$ cat config.mk
export PLATFORM = sky130hd
export DESIGN_NAME = scanport_top
export DESIGN_NICKNAME = d
export VERILOG_FILES = /design/src/rtl/scanport_pkg.sv /design/src/rtl/scanport_fsm.sv /design/src/rtl/scanport_ir.sv /design/src/rtl/scanport_capreg.sv /design/src/rtl/scanport_bound.sv /design/src/rtl/scanport_top.sv
export SDC_FILE = /design/constraint.sdc
export NUM_CORES = 1
export LEC_CHECK = 0
export ABC_AREA = 1
export ABC_CLOCK_PERIOD_IN_PS = 1700
export CORE_UTILIZATION = 50
export DETAILED_ROUTE_END_ITERATION = 12
export DONT_BUFFER_PORTS = 1
export GPL_TIMING_DRIVEN = 0
export PLACE_DENSITY = 0.68
export SETUP_SLACK_MARGIN = 0.1
export SLEW_MARGIN = 20
export SYNTH_ARGS = -nofsm -noshare
export SYNTH_HDL_FRONTEND = slang
export SYNTH_SLANG_ARGS = --single-unit
$ cat constraint.sdc
create_clock -name test_clk -period 1.7 [get_ports test_clk]
set_clock_uncertainty 0.2 [all_clocks]
set_input_delay 0.17 -clock test_clk [delete_from_list [all_inputs] [get_ports test_clk]]
set_output_delay 0.17 -clock test_clk [all_outputs]
set_load 0.01 [all_outputs]
$ cat src/rtl/scanport_pkg.sv
package scanport_pkg;

   typedef enum logic [3:0] {
      ST_RESET   = 4'hF,
      ST_IDLE    = 4'hC,
      ST_SEL_DR  = 4'h7,
      ST_CAP_DR  = 4'h6,
      ST_SH_DR   = 4'h2,
      ST_EX1_DR  = 4'h1,
      ST_PAU_DR  = 4'h3,
      ST_EX2_DR  = 4'h0,
      ST_UPD_DR  = 4'h5,
      ST_SEL_IR  = 4'h4,
      ST_CAP_IR  = 4'hE,
      ST_SH_IR   = 4'hA,
      ST_EX1_IR  = 4'h9,
      ST_PAU_IR  = 4'hB,
      ST_EX2_IR  = 4'h8,
      ST_UPD_IR  = 4'hD
   } fsm_state_t;

   typedef enum logic [1:0] {
      DRS_SKIP  = 2'd0,
      DRS_ID    = 2'd1,
      DRS_USER  = 2'd2,
      DRS_BOUND = 2'd3
   } dr_sel_t;

   typedef struct packed {
      dr_sel_t sel;
      logic    drive_pins;
      logic    drive_core;
      logic    is_id;
   } ins_dec_t;

   function automatic fsm_state_t fsm_next(input fsm_state_t s, input logic m);
      fsm_state_t n;
      case (s)
         ST_RESET:  n = m ? ST_RESET  : ST_IDLE;
         ST_IDLE:   n = m ? ST_SEL_DR : ST_IDLE;
         ST_SEL_DR: n = m ? ST_SEL_IR : ST_CAP_DR;
         ST_CAP_DR: n = m ? ST_EX1_DR : ST_SH_DR;
         ST_SH_DR:  n = m ? ST_EX1_DR : ST_SH_DR;
         ST_EX1_DR: n = m ? ST_UPD_DR : ST_PAU_DR;
         ST_PAU_DR: n = m ? ST_EX2_DR : ST_PAU_DR;
         ST_EX2_DR: n = m ? ST_UPD_DR : ST_SH_DR;
         ST_UPD_DR: n = m ? ST_SEL_DR : ST_IDLE;
         ST_SEL_IR: n = m ? ST_RESET  : ST_CAP_IR;
         ST_CAP_IR: n = m ? ST_EX1_IR : ST_SH_IR;
         ST_SH_IR:  n = m ? ST_EX1_IR : ST_SH_IR;
         ST_EX1_IR: n = m ? ST_UPD_IR : ST_PAU_IR;
         ST_PAU_IR: n = m ? ST_EX2_IR : ST_PAU_IR;
         ST_EX2_IR: n = m ? ST_UPD_IR : ST_SH_IR;
         ST_UPD_IR: n = m ? ST_SEL_DR : ST_IDLE;
         default:   n = ST_RESET;
      endcase
      return n;
   endfunction

endpackage

$ cat src/rtl/scanport_fsm.sv
module scanport_fsm
   import scanport_pkg::*;
(
   input  logic       clk,
   input  logic       rst_n,
   input  logic       mode_sel,
   output fsm_state_t st
);

   always_ff @(posedge clk or negedge rst_n) begin
      if (!rst_n) st <= ST_RESET;
      else        st <= fsm_next(st, mode_sel);
   end

endmodule

$ cat src/rtl/scanport_ir.sv
module scanport_ir
   import scanport_pkg::*;
#(
   parameter int unsigned     IR_W          = 4,
   parameter logic [IR_W-1:0] OP_PIN_DRIVE  = '0,
   parameter logic [IR_W-1:0] OP_ID         = 1,
   parameter logic [IR_W-1:0] OP_OBSERVE    = 2,
   parameter logic [IR_W-1:0] OP_CORE_DRIVE = 3,
   parameter logic [IR_W-1:0] OP_USER       = 4
)(
   input  logic       clk,
   input  logic       rst_n,
   input  logic       ser_in,
   input  fsm_state_t st,
   output logic       ir_lsb,
   output ins_dec_t   dec
);

   localparam logic [IR_W-1:0] CAP_PATTERN = {{(IR_W-2){1'b0}}, 2'b01};

   logic [IR_W-1:0] ir_sh;
   logic [IR_W-1:0] ir_q;

   always_ff @(posedge clk or negedge rst_n) begin
      if (!rst_n) begin
         ir_sh <= CAP_PATTERN;
         ir_q  <= OP_ID;
      end else begin
         if (st == ST_CAP_IR)     ir_sh <= CAP_PATTERN;
         else if (st == ST_SH_IR) ir_sh <= {ser_in, ir_sh[IR_W-1:1]};
         if (st == ST_RESET)       ir_q <= OP_ID;
         else if (st == ST_UPD_IR) ir_q <= ir_sh;
      end
   end

   assign ir_lsb = ir_sh[0];

   always_comb begin
      dec            = '0;
      dec.sel        = DRS_SKIP;
      if (ir_q == OP_ID) begin
         dec.sel     = DRS_ID;
         dec.is_id   = 1'b1;
      end else if (ir_q == OP_USER) begin
         dec.sel     = DRS_USER;
      end else if (ir_q == OP_OBSERVE) begin
         dec.sel     = DRS_BOUND;
      end else if (ir_q == OP_PIN_DRIVE) begin
         dec.sel        = DRS_BOUND;
         dec.drive_pins = 1'b1;
      end else if (ir_q == OP_CORE_DRIVE) begin
         dec.sel        = DRS_BOUND;
         dec.drive_core = 1'b1;
      end
   end

endmodule

$ cat src/rtl/scanport_capreg.sv
module scanport_capreg #(
   parameter int unsigned      W   = 32,
   parameter logic [W-1:0]     CAP = '0
)(
   input  logic clk,
   input  logic rst_n,
   input  logic ser_in,
   input  logic capture,
   input  logic shift,
   output logic lsb
);

   logic [W-1:0] q;

   generate
      if (W == 1) begin : g_single
         always_ff @(posedge clk or negedge rst_n) begin
            if (!rst_n)       q <= CAP;
            else if (capture) q <= CAP;
            else if (shift)   q <= ser_in;
         end
      end else begin : g_multi
         always_ff @(posedge clk or negedge rst_n) begin
            if (!rst_n)       q <= CAP;
            else if (capture) q <= CAP;
            else if (shift)   q <= {ser_in, q[W-1:1]};
         end
      end
   endgenerate

   assign lsb = q[0];

endmodule

$ cat src/rtl/scanport_bound.sv
module scanport_bound #(
   parameter int unsigned NUM_IN  = 4,
   parameter int unsigned NUM_OUT = 4
)(
   input  logic               clk,
   input  logic               rst_n,
   input  logic               ser_in,
   input  logic               capture,
   input  logic               shift,
   input  logic               update,
   input  logic               drive_pins,
   input  logic               drive_core,
   input  logic [NUM_IN-1:0]  pin_in,
   input  logic [NUM_OUT-1:0] core_out,
   output logic [NUM_IN-1:0]  core_in,
   output logic [NUM_OUT-1:0] pin_out,
   output logic               lsb
);

   localparam int unsigned TOT = NUM_IN + NUM_OUT;

   logic [TOT-1:0] sh;
   logic [TOT-1:0] upd;
   logic [TOT-1:0] cap_val;
   logic [TOT-1:0] chain_in;

   genvar k;
   generate
      for (k = 0; k < TOT; k++) begin : g_cell
         if (k < NUM_IN) begin : g_in_side
            assign cap_val[k] = pin_in[k];
         end else begin : g_out_side
            assign cap_val[k] = core_out[k-NUM_IN];
         end
         if (k == TOT-1) begin : g_head
            assign chain_in[k] = ser_in;
         end else begin : g_link
            assign chain_in[k] = sh[k+1];
         end
         always_ff @(posedge clk or negedge rst_n) begin
            if (!rst_n) begin
               sh[k]  <= 1'b0;
               upd[k] <= 1'b0;
            end else begin
               if (capture)    sh[k] <= cap_val[k];
               else if (shift) sh[k] <= chain_in[k];
               if (update)     upd[k] <= sh[k];
            end
         end
      end

      for (k = 0; k < NUM_IN; k++) begin : g_core_mux
         assign core_in[k] = drive_core ? upd[k] : pin_in[k];
      end
      for (k = 0; k < NUM_OUT; k++) begin : g_pin_mux
         assign pin_out[k] = drive_pins ? upd[NUM_IN+k] : core_out[k];
      end
   endgenerate

   assign lsb = sh[0];

endmodule

$ cat src/rtl/scanport_top.sv
module scanport_top
   import scanport_pkg::*;
#(
   parameter int unsigned     NUM_IN        = 4,
   parameter int unsigned     NUM_OUT       = 4,
   parameter int unsigned     IR_W          = 4,
   parameter int unsigned     ID_W          = 32,
   parameter logic [ID_W-1:0] ID_VALUE      = 32'h1A5C_3E01,
   parameter logic [ID_W-1:0] USER_VALUE    = 32'hC0DE_5A17,
   parameter bit              HAS_RST_PIN   = 1'b1,
   parameter logic [IR_W-1:0] OP_PIN_DRIVE  = '0,
   parameter logic [IR_W-1:0] OP_ID         = 1,
   parameter logic [IR_W-1:0] OP_OBSERVE    = 2,
   parameter logic [IR_W-1:0] OP_CORE_DRIVE = 3,
   parameter logic [IR_W-1:0] OP_USER       = 4
)(
   input  logic               test_clk,
   input  logic               test_rst_n,
   input  logic               mode_sel,
   input  logic               ser_in,
   output logic               ser_out,
   output logic               ser_out_en,
   input  logic [NUM_IN-1:0]  pin_in,
   output logic [NUM_IN-1:0]  core_in,
   input  logic [NUM_OUT-1:0] core_out,
   output logic [NUM_OUT-1:0] pin_out
);

   generate
      if (IR_W < 2) begin : g_bad_ir
         $error("scanport_top: IR_W must be at least 2");
      end
      if (ID_VALUE[0] != 1'b1) begin : g_bad_id
         $error("scanport_top: ID_VALUE bit 0 must be 1");
      end
      if (NUM_IN < 1 || NUM_OUT < 1) begin : g_bad_pins
         $error("scanport_top: need at least one input and one output pin");
      end
      if (OP_ID == OP_USER || OP_OBSERVE == OP_PIN_DRIVE ||
          OP_CORE_DRIVE == OP_PIN_DRIVE || OP_OBSERVE == OP_CORE_DRIVE) begin : g_bad_ops
         $error("scanport_top: opcodes must be distinct");
      end
      if (OP_PIN_DRIVE == '1 || OP_ID == '1 || OP_USER == '1 ||
          OP_OBSERVE == '1 || OP_CORE_DRIVE == '1) begin : g_bad_skip
         $error("scanport_top: all-ones opcode is reserved for the skip stage");
      end
   endgenerate

   logic       rst_int;
   fsm_state_t fsm_st;
   ins_dec_t   ins_dec;
   logic       ir_lsb, skip_lsb, id_lsb, user_lsb, bound_lsb;
   logic       cap_dr, sh_dr, upd_dr;
   logic       out_mux;

   generate
      if (HAS_RST_PIN) begin : g_rst_pin
         assign rst_int = test_rst_n;
      end else begin : g_rst_none
         assign rst_int = 1'b1;
      end
   endgenerate

   scanport_fsm u_fsm (
      .clk      (test_clk),
      .rst_n    (rst_int),
      .mode_sel (mode_sel),
      .st       (fsm_st)
   );

   scanport_ir #(
      .IR_W          (IR_W),
      .OP_PIN_DRIVE  (OP_PIN_DRIVE),
      .OP_ID         (OP_ID),
      .OP_OBSERVE    (OP_OBSERVE),
      .OP_CORE_DRIVE (OP_CORE_DRIVE),
      .OP_USER       (OP_USER)
   ) u_ir (
      .clk    (test_clk),
      .rst_n  (rst_int),
      .ser_in (ser_in),
      .st     (fsm_st),
      .ir_lsb (ir_lsb),
      .dec    (ins_dec)
   );

   assign cap_dr = (fsm_st == ST_CAP_DR);
   assign sh_dr  = (fsm_st == ST_SH_DR);
   assign upd_dr = (fsm_st == ST_UPD_DR);

   scanport_capreg #(.W(1), .CAP(1'b0)) u_skip (
      .clk     (test_clk),
      .rst_n   (rst_int),
      .ser_in  (ser_in),
      .capture (cap_dr && ins_dec.sel == DRS_SKIP),
      .shift   (sh_dr  && ins_dec.sel == DRS_SKIP),
      .lsb     (skip_lsb)
   );

   scanport_capreg #(.W(ID_W), .CAP(ID_VALUE)) u_id (
      .clk     (test_clk),
      .rst_n   (rst_int),
      .ser_in  (ser_in),
      .capture (cap_dr && ins_dec.sel == DRS_ID),
      .shift   (sh_dr  && ins_dec.sel == DRS_ID),
      .lsb     (id_lsb)
   );

   scanport_capreg #(.W(ID_W), .CAP(USER_VALUE)) u_user (
      .clk     (test_clk),
      .rst_n   (rst_int),
      .ser_in  (ser_in),
      .capture (cap_dr && ins_dec.sel == DRS_USER),
      .shift   (sh_dr  && ins_dec.sel == DRS_USER),
      .lsb     (user_lsb)
   );

   scanport_bound #(.NUM_IN(NUM_IN), .NUM_OUT(NUM_OUT)) u_bound (
      .clk        (test_clk),
      .rst_n      (rst_int),
      .ser_in     (ser_in),
      .capture    (cap_dr && ins_dec.sel == DRS_BOUND),
      .shift      (sh_dr  && ins_dec.sel == DRS_BOUND),
      .update     (upd_dr && ins_dec.sel == DRS_BOUND),
      .drive_pins (ins_dec.drive_pins),
      .drive_core (ins_dec.drive_core),
      .pin_in     (pin_in),
      .core_out   (core_out),
      .core_in    (core_in),
      .pin_out    (pin_out),
      .lsb        (bound_lsb)
   );

   always_comb begin
      if (fsm_st == ST_SH_IR) begin
         out_mux = ir_lsb;
      end else begin
         case (ins_dec.sel)
            DRS_ID:    out_mux = id_lsb;
            DRS_USER:  out_mux = user_lsb;
            DRS_BOUND: out_mux = bound_lsb;
            default:   out_mux = skip_lsb;
         endcase
      end
   end

   always_ff @(negedge test_clk or negedge rst_int) begin
      if (!rst_int) begin
         ser_out    <= 1'b0;
         ser_out_en <= 1'b0;
      end else begin
         ser_out    <= out_mux;
         ser_out_en <= (fsm_st == ST_SH_IR) || (fsm_st == ST_SH_DR);
      end
   end

endmodule

=== Word-level counts from Yosys, hierarchy flattened ===
Cells that the tools add are included.

* Equality and inequality tests: 22
* Reduce and logical (&&, ||, !) cells: 22
* Mux-type cells: 60

{| class="wikitable"
|+ Operator list
! kind !! number
|-
| $mux W32 || 4
|-
| $pmux W4 S12 || 1
|-
| $eq A4 B4 Y1 const B || 8
|-
| $mux W1 || 31
|-
| $mux W2 || 14
|-
| $eq A4 B3 Y1 const B || 5
|-
| $mux W4 || 5
|-
| $eq A4 B2 Y1 const B || 4
|-
| $mux W3 || 4
|-
| $reduce_bool A2 Y1 || 6
|-
| $logic_and A1 B1 Y1 || 9
|-
| $eq A4 B1 Y1 const B || 2
|-
| $logic_not A4 Y1 || 2
|-
| $eq A2 B2 Y1 const B || 2
|-
| $reduce_or A2 Y1 || 2
|-
| $pmux W1 S3 || 1
|-
| $reduce_or A3 Y1 || 1
|-
| $eq A2 B1 Y1 const B || 1
|-
| $logic_not A2 Y1 || 1
|-
| $logic_or A1 B1 Y1 || 1
|}

* Output and inout bits: 10
* Register bits after elaboration: 95

=== Depth between registers and ports, before layout ===
Gate-level depths: netlist (run 1).

* Depth in word-level cells: 10
* Gate-level depth with buffers: 9
* Mapped depth without buffers: 8

=== Hierarchy ===
A second synthesis (run 1) with hierarchy kept.

* Cells, all modules: 534
* Area, all modules: 4365.4 um2

{| class="wikitable"
|+ Modules (own cells, without submodules)
! module !! times used !! area an instance (um2) !! seq. area each (um2) !! cells each
|-
| scanport_capreg (u_user) || 1 || 1313.8 || 820.8 || 140
|-
| scanport_capreg (u_id) || 1 || 1291.2 || 817.0 || 140
|-
| scanport_bound || 1 || 807.0 || 400.4 || 111
|-
| scanport_ir || 1 || 421.7 || 202.7 || 55
|-
| scanport_fsm || 1 || 290.3 || 105.1 || 47
|-
| scanport_top || 1 || 196.4 || 50.0 || 35
|-
| scanport_capreg (u_skip) || 1 || 45.0 || 25.0 || 6
|}

==> out/results.ini, run 1 <==
[outcome]
outcome=complete, but fails checks
failed_checks=hold timing, setup timing

[die]
die-height_um=95.7
placeableCoreArea_mm2=0.00834
rows=33
die_area_mm2=0.00917
starting_density_of_the_core_pct=52.7
dieWidth_um=95.7
ios=22

[layout]
fillCellCount=564
layout_common_cells=sky130_fd_sc_hd__nand2_1 (74), sky130_fd_sc_hd__inv_1 (63), sky130_fd_sc_hd__dfrtp_1 (57)
layout.nets=572
commonest_non_fill_non_tap_cell_in_the_layout=sky130_fd_sc_hd__nand2_1
drive_above_1_share_pct=48.1
n_antenna_cell=0
finalNonFillerCells=670
postLayoutCoreUtil_pct=72.0
flow.area_growth_from_synthesis_pct=36.7

[sta]
holdWs_ns=-0.712
hold_viol_final=93
slew-limit-headroom_pct=56.9
final_max_slew_viol_count=0
smallest_setup_slack_after_layout_ns=-0.563
timing_worst_slew_pin_value_ns=0.646
rsz_0062_raised_after_global_routing=yes
final-setup-viol-count=94

[critical_path]
r2r-end=ser_out$_DFF_NN0_
timing.critical_path.from_type=flop
setup.reg_to_reg.worst_slack_ns=-0.56
crit_chain=nand2_2, nor2_4, inv_2, nand2_1, nand2_1
rr_startpoint=u_fsm.st[3]$_DFF_PN1_
slowest_stage=sky130_fd_sc_hd__dfstp_2
cp_slowest_stage_delay_ns=0.63
worst-endpoint-arrival_ns=1.42
timing.setup.critical_path_class=reg2reg
critical_path_required_ns=0.86
cpMostUsedCell=sky130_fd_sc_hd__nand2_1
crit_path_end_kind=flop
critical_path.max_fanout=5
r2r_cells=5

[placed_design]
place_ws_ns=-0.532
port_buffers=0
place_congestion=0.775
dpl.cell_count=593
post-dp-hpwl_mm=5.65

[yosys]
synth.largest_area_cell=sky130_fd_sc_hd__dfrtp_1
synthesis.area_per_instance_um2=9.00
synth_fp_nets=500
synth.yosys.seq_area_share_pct=55.1
yosys_register_bits=95
synth.area.top_cells=sky130_fd_sc_hd__dfrtp_1 (33%), sky130_fd_sc_hd__dfstp_2 (21%), sky130_fd_sc_hd__nand2_1 (9.1%), sky130_fd_sc_hd__nand3_1 (6.5%), sky130_fd_sc_hd__o21ai_0 (5.8%)
netlist_area_mm2=0.00439
yosysWarnings=0
synth_cell_types=31
top_area_cell_type_share_of_the_netlist_area_pct=33.0
netlist_instances=488

[clock_network]
cts_hold_repair.buffers=10
clk_pin_slew_worst_paths_ns=0.10
tritoncts=yes
cts-htree-levels=3
ctsLongestPathBuffers=2
clk-insertion-delay-late_ns=0.37
cts_made_buffers=9
clock-sinks=95
clk_root_buffer_cell=sky130_fd_sc_hd__clkbuf_8

[route]
route.detailed.drc=0
first_iter_violations=277
route.detailed.vias_per_inst=5.46
routedWlPerCell_um=17.5
routed_wl_mm=11.7
antenna_left=0
firstDrtPassIters=5
dr_total_vias=3659

[grt]
pin_count_of_the_biggest_net_entering_global_routing=96
grt_pass1_wl_mm=17.8
first_global_vias=3682
grt_use_total_pct=26.0
grt_antenna_before_repair=0
grt_overflow=0

[hold_path]
min_path_type=in2async

[power]
power_leakage_nw=2.83
vdd_ir_drop_max_mv=0.611
power-per-cell-area_mw_per_mm2=1720

[flow_run]
timing.max_cap.violations=0

==> synthesized netlist by cell type, drive strengths merged <==
| cell type | count |
|---|---|
| nor2 | 36 |
| o211ai | 7 |
| o2111ai | 1 |
| o21ai | 65 |
| clkbuf | 2 |
| nor3 | 3 |
| nand4 | 2 |
| dfstp | 35 |
| mux2 | 7 |
| a2bb2oi | 1 |
| buf | 21 |
| nand3 | 58 |
| a211oi | 1 |
| a21oi | 5 |
| inv | 73 |
| dfrtp | 58 |
| nand2 | 108 |
| o22ai | 3 |
| dfrtn | 2 |
==> kinds of logic after synthesis <==
logic type	share of synthesized area, %
muxes	1.79
AOI/OAI and AO/OA	10.9
and+or+nand+nor	21.3
buffers and inverters	10.9
DFF	55.1
==> worst max-delay path, delay by kind of cell (launching register included) <==
family	cells	cell delay (ns)
flops	1	0.63
simple gates	4	0.37
buf+inv	1	0.07
==> metal layers <==
metal	share of wire [%]	GRT usage, %
met3	5.2	3.40
met5	0	0
met1	41	32.4
met2	52	45.5
met4	2.0	10.9
==> metrics by stage <==
step                total power, mW  TNS, ns  instance area (um2)
floorplan                      6.03   -0.769                 4420
global placement               6.61    -1.98                 4550
detailed placement             6.71    -2.77                 4550
CTS                            9.56   -20.04                 5620
global route                   10.9   -29.28                 6000
finish                         10.3   -23.00                 6000
==> power breakdown <==
part           total (mW)  switching (mW)  internal [mW]
combinational        4.63            2.72           1.91
sequential           3.90           0.580           3.32
clock                1.81           0.802           1.01
total                10.3            4.10           6.24
==> sequential cells by signal, indices dropped and copies added, names as in the netlist, 4 cells and up <==
name / cells
u_fsm.st: 4
u_bound.chain_in: 7
u_id.q: 32
u_ir.ir_q: 4
u_user.q: 32
u_bound.upd: 8
u_ir.ir_sh: 4
==> repair_timing <==
action                     4_1_cts  5_1_grt
hold endpoints to repair       109       93
setup buffers                   27        8
gates resized for setup        132       99
cloned                          15        1
setup endpoints to repair       97      100
pin swaps                       30       34
==> cell type report <==
type	count	area [um2]	area share [%]
inverter	73	290	4.83
sequential	95	2420	40.3
tap	105	131	2.19
buffer	23	236	3.94
timing repair buffer	59	652	10.9
multi-input combinational	299	2030	33.8
clock inverter	6	108	1.79
clock buffer	10	138	2.29
==> worst max path at each step <==
stage / end / cells past startpoint / start
CTS: ser_out$_DFF_NN0_ / 7 / u_ir.ir_q[0]$_DFFE_PN1P_
finish: ser_out$_DFF_NN0_ / 5 / u_fsm.st[3]$_DFF_PN1_
global route: ser_out$_DFF_NN0_ / 8 / u_ir.ir_q[1]$_DFFE_PN0P_
global placement: ser_out$_DFF_NN0_ / 7 / u_ir.ir_q[0]$_DFFE_PN1P_
detailed placement: ser_out$_DFF_NN0_ / 7 / u_ir.ir_q[0]$_DFFE_PN1P_
floorplan: ser_out$_DFF_NN0_ / 7 / u_ir.ir_q[0]$_DFFE_PN1P_
No activity file was read; power rests on OpenSTA's default activity.
==> run 2: changes to the inputs <==
--- a/config.mk
+++ b/config.mk
@@ -7,7 +7,9 @@
 export LEC_CHECK = 0
 export ABC_AREA = 1
 export ABC_CLOCK_PERIOD_IN_PS = 1700
+export CORE_MARGIN = 3
 export CORE_UTILIZATION = 50
+export CTS_CLUSTER_SIZE = 24
 export DETAILED_ROUTE_END_ITERATION = 12
 export DONT_BUFFER_PORTS = 1
 export GPL_TIMING_DRIVEN = 0
==> run 2 against run 1 <==
Compared with the run above: the flow still finishes with violations (hold timing, setup timing); clock power is 24% lower; core utilization is 1.7 points lower; die area is 8.5% higher; critical path depth is 3 higher; register-to-register slack worse by 0.02 ns; sequential power hardly changed; critical path type unchanged; critical endpoint unchanged; largest cell class unchanged.
==> out/results.ini, run 2 (same netlist as run 1, synthesis figures left out) <==
[clock_network]
ctsLongestPathBuffers=2  ; unchanged
cts-htree-levels=3  ; unchanged
clk-insertion-delay-late_ns=0.36  ; was 0.37 ns
clock-sinks=95  ; unchanged
cts_made_buffers=9  ; unchanged
cts_hold_repair.buffers=10  ; unchanged
clk_pin_slew_worst_paths_ns=0.09  ; was 0.10 ns
clk_root_buffer_cell=sky130_fd_sc_hd__clkbuf_8  ; unchanged
tritoncts=yes  ; unchanged

[grt]
grt_overflow=0  ; unchanged
pin_count_of_the_biggest_net_entering_global_routing=96  ; unchanged
grt_use_total_pct=22.2  ; was 26.0%
grt_util_met1_pct=28.0  ; was 32.4%
grtUsageMet2_pct=36.7  ; was 45.5%
first_global_vias=3644  ; was 3682
grt_antenna_before_repair=0  ; unchanged
grt_pass1_wl_mm=17.5  ; was 17.8 mm
busiest_layer=met2  ; unchanged
globalRouteMet3Util_pct=3.86  ; was 3.40%

[route]
dr_total_vias=3605  ; was 3659
firstDrtPassIters=4  ; was 5
first_iter_violations=243  ; was 277
route.detailed.vias_per_inst=5.41  ; was 5.46
antenna_left=0  ; unchanged
routed_wl_mm=10.9  ; was 11.7 mm
routedWlPerCell_um=16.3  ; was 17.5 um
route.detailed.drc=0  ; unchanged

[power]
p_int_mw=5.92  ; was 6.24 mW
switch_pwr_mw=4.04  ; was 4.10 mW
power-per-cell-area_mw_per_mm2=1690  ; was 1720 mW/mm2
vdd_ir_drop_max_mv=0.641  ; was 0.611 mV
sw_frac_of_total_pct=40.5  ; was 39.6%
share_seq_of_total_power_pct=38.9  ; was 37.7%
comb_power_share_pct=47.3  ; was 44.7%
power_leakage_nw=2.77  ; was 2.83 nW
p_clk_share_pct=13.8  ; was 17.6%

[sta]
final-setup-viol-count=92  ; was 94
hold_viol_final=93  ; unchanged
rsz_0062_raised_after_global_routing=yes  ; unchanged
slew-limit-headroom_pct=68.7  ; was 56.9%
holdWs_ns=-0.705  ; was -0.712 ns
final_max_slew_viol_count=0  ; unchanged
smallest_setup_slack_after_layout_ns=-0.583  ; was -0.563 ns
timing_worst_slew_pin_value_ns=0.470  ; was 0.646 ns

[critical_path]
cp_slowest_stage_delay_ns=0.45  ; was 0.63 ns
cpMostUsedCell=sky130_fd_sc_hd__nand2_1  ; unchanged
worst-endpoint-arrival_ns=1.43  ; was 1.42 ns
slowest_stage=sky130_fd_sc_hd__dfrtp_2  ; was sky130_fd_sc_hd__dfstp_2
critical_path.max_fanout=3  ; was 5
crit_chain=inv_2, nand2_1, nand2_1, nand2_1, nand3_1, nand2_1, nand2_1, nand2_1  ; was nand2_2, nor2_4, inv_2, nand2_1, nand2_1
timing.setup.critical_path_class=reg2reg  ; unchanged
timing.critical_path.from_type=flop  ; unchanged
critical_path_required_ns=0.85  ; was 0.86 ns
crit_path_end_kind=flop  ; unchanged

[outcome]
failed_checks=hold timing, setup timing  ; unchanged
outcome=complete, but fails checks  ; unchanged

[layout]
n_antenna_cell=0  ; unchanged
drive_above_1_share_pct=48.3  ; was 48.1%
layout.nets=568  ; was 572
flow.area_growth_from_synthesis_pct=34.2  ; was 36.7%
layout_common_cells=sky130_fd_sc_hd__inv_1 (62), sky130_fd_sc_hd__nand2_1 (61), sky130_fd_sc_hd__dfrtp_1 (57)  ; was sky130_fd_sc_hd__nand2_1 (74), sky130_fd_sc_hd__inv_1 (63), sky130_fd_sc_hd__dfrtp_1 (57)
fillCellCount=582  ; was 564
finish.instance_area_mm2=0.00590  ; was 0.00600 mm2
top_regs=u_id.q: 32 flops, u_user.q: 32 flops, u_bound.upd: 8 flops  ; unchanged
commonest_non_fill_non_tap_cell_in_the_layout=sky130_fd_sc_hd__inv_1  ; was sky130_fd_sc_hd__nand2_1
postLayoutCoreUtil_pct=70.3  ; was 72.0%

[die]
rows=33  ; unchanged
starting_density_of_the_core_pct=52.4  ; was 52.7%
die_area_mm2=0.00995  ; was 0.00917 mm2
dieWidth_um=99.7  ; was 95.7 um
die-height_um=99.7  ; was 95.7 um
placeableCoreArea_mm2=0.00838  ; was 0.00834 mm2
ios=22  ; unchanged

[placed_design]
postPlaceCellArea_mm2=0.00455  ; unchanged
post-dp-hpwl_mm=5.56  ; was 5.65 mm
place_congestion=0.772  ; was 0.775
port_buffers=0  ; unchanged

[flow_run]
timing.max_cap.violations=0  ; unchanged

[hold_path]
min_path_type=in2async  ; unchanged

## run 2: cell count changes in the layout (fill, tap and decap cells not counted), moves of 3 or more
cell                        change
sky130_fd_sc_hd__nand3_2       -21
sky130_fd_sc_hd__nand3_1       +19
sky130_fd_sc_hd__nand2_2       +15
sky130_fd_sc_hd__buf_6         -14
sky130_fd_sc_hd__nand2_1       -13
sky130_fd_sc_hd__o21ai_1        -9
sky130_fd_sc_hd__o21ai_2        +6
sky130_fd_sc_hd__buf_4          +5
sky130_fd_sc_hd__bufinv_16      -3
## run 2: path summary, 6_finish.rpt
check	startpoint	slack, ns	depth (start not counted)	end
max	u_ir.ir_q[1]$_DFFE_PN0P_	-0.58	8	ser_out$_DFF_NN0_
min	test_rst_n	-0.70	0	u_bound.chain_in[3]$_DFFE_PN0P_
max reg2reg	u_ir.ir_q[1]$_DFFE_PN0P_	-0.58	8	ser_out$_DFF_NN0_
min reg2reg	u_bound.upd[6]$_DFFE_PN0P_	0.28	2	u_bound.upd[6]$_DFFE_PN0P_
max in group asynchronous	test_rst_n	1.14	0	ser_out$_DFF_NN0_
min in group test_clk	core_out[2]	0.28	1	pin_out[2]
## run 2: critical path: cells and delay by family (launching register included)
kind / cells / cell delay, ns
flip-flops: 1 / 0.45
AND/OR/NAND/NOR: 7 / 0.56
buffers and inverters: 1 / 0.08
## run 2: layout make-up
class                      count  area (um2)  area share [%]
buffer                        23         240            4.07
multi-input combinational    299        2030            34.4
timing repair buffer          55         601            10.2
inverter                      73         295            5.01
clock buffer                  13         159            2.70
sequential                    95        2420            41.1
tap                          105         131            2.23
clock inverter                 3        17.5           0.297
## run 2: per-stage QoR
| stage | instances | power, mW | TNS [ns] | worst slack [ns] |
|---|---|---|---|---|
| CTS | 658 | 9.14 | -15.17 | -0.537 |
| global route | 666 | 10.6 | -24.83 | -0.679 |
| floorplan | 488 | 6.03 | -0.769 | -0.439 |
| finish | 666 | 9.95 | -19.60 | -0.583 |
| global placement | 593 | 6.61 | -1.85 | -0.543 |
| detailed placement | 593 | 6.71 | -2.07 | -0.537 |
## run 2: layer usage
metal,vias up,share of wire (%)
met5,-,0
met4,0,2.9
li1,1712,-
met3,28,4.2
met1,1762,42
met2,103,51
## run 2: power by group through the flow
stage / clock [mW] / combinational, mW / sequential [mW]
6_report: 1.37 / 4.71 / 3.87
5_1_grt: 1.48 / 5.13 / 3.97
4_1_cts: 1.40 / 3.94 / 3.80
3_5_place_dp: 0 / 2.92 / 3.80
3_3_place_gp: 0 / 2.85 / 3.77
2_1_floorplan: 0 / 2.36 / 3.66
## run 2: timing repair
action                                  in CTS  in global routing
endpoints found under the hold margin      109                 93
buffers inserted                            24                  9
pin swaps                                   22                 22
endpoints found under the setup margin      95                103
gates cloned                                15                  0
resized for setup                          140                 91
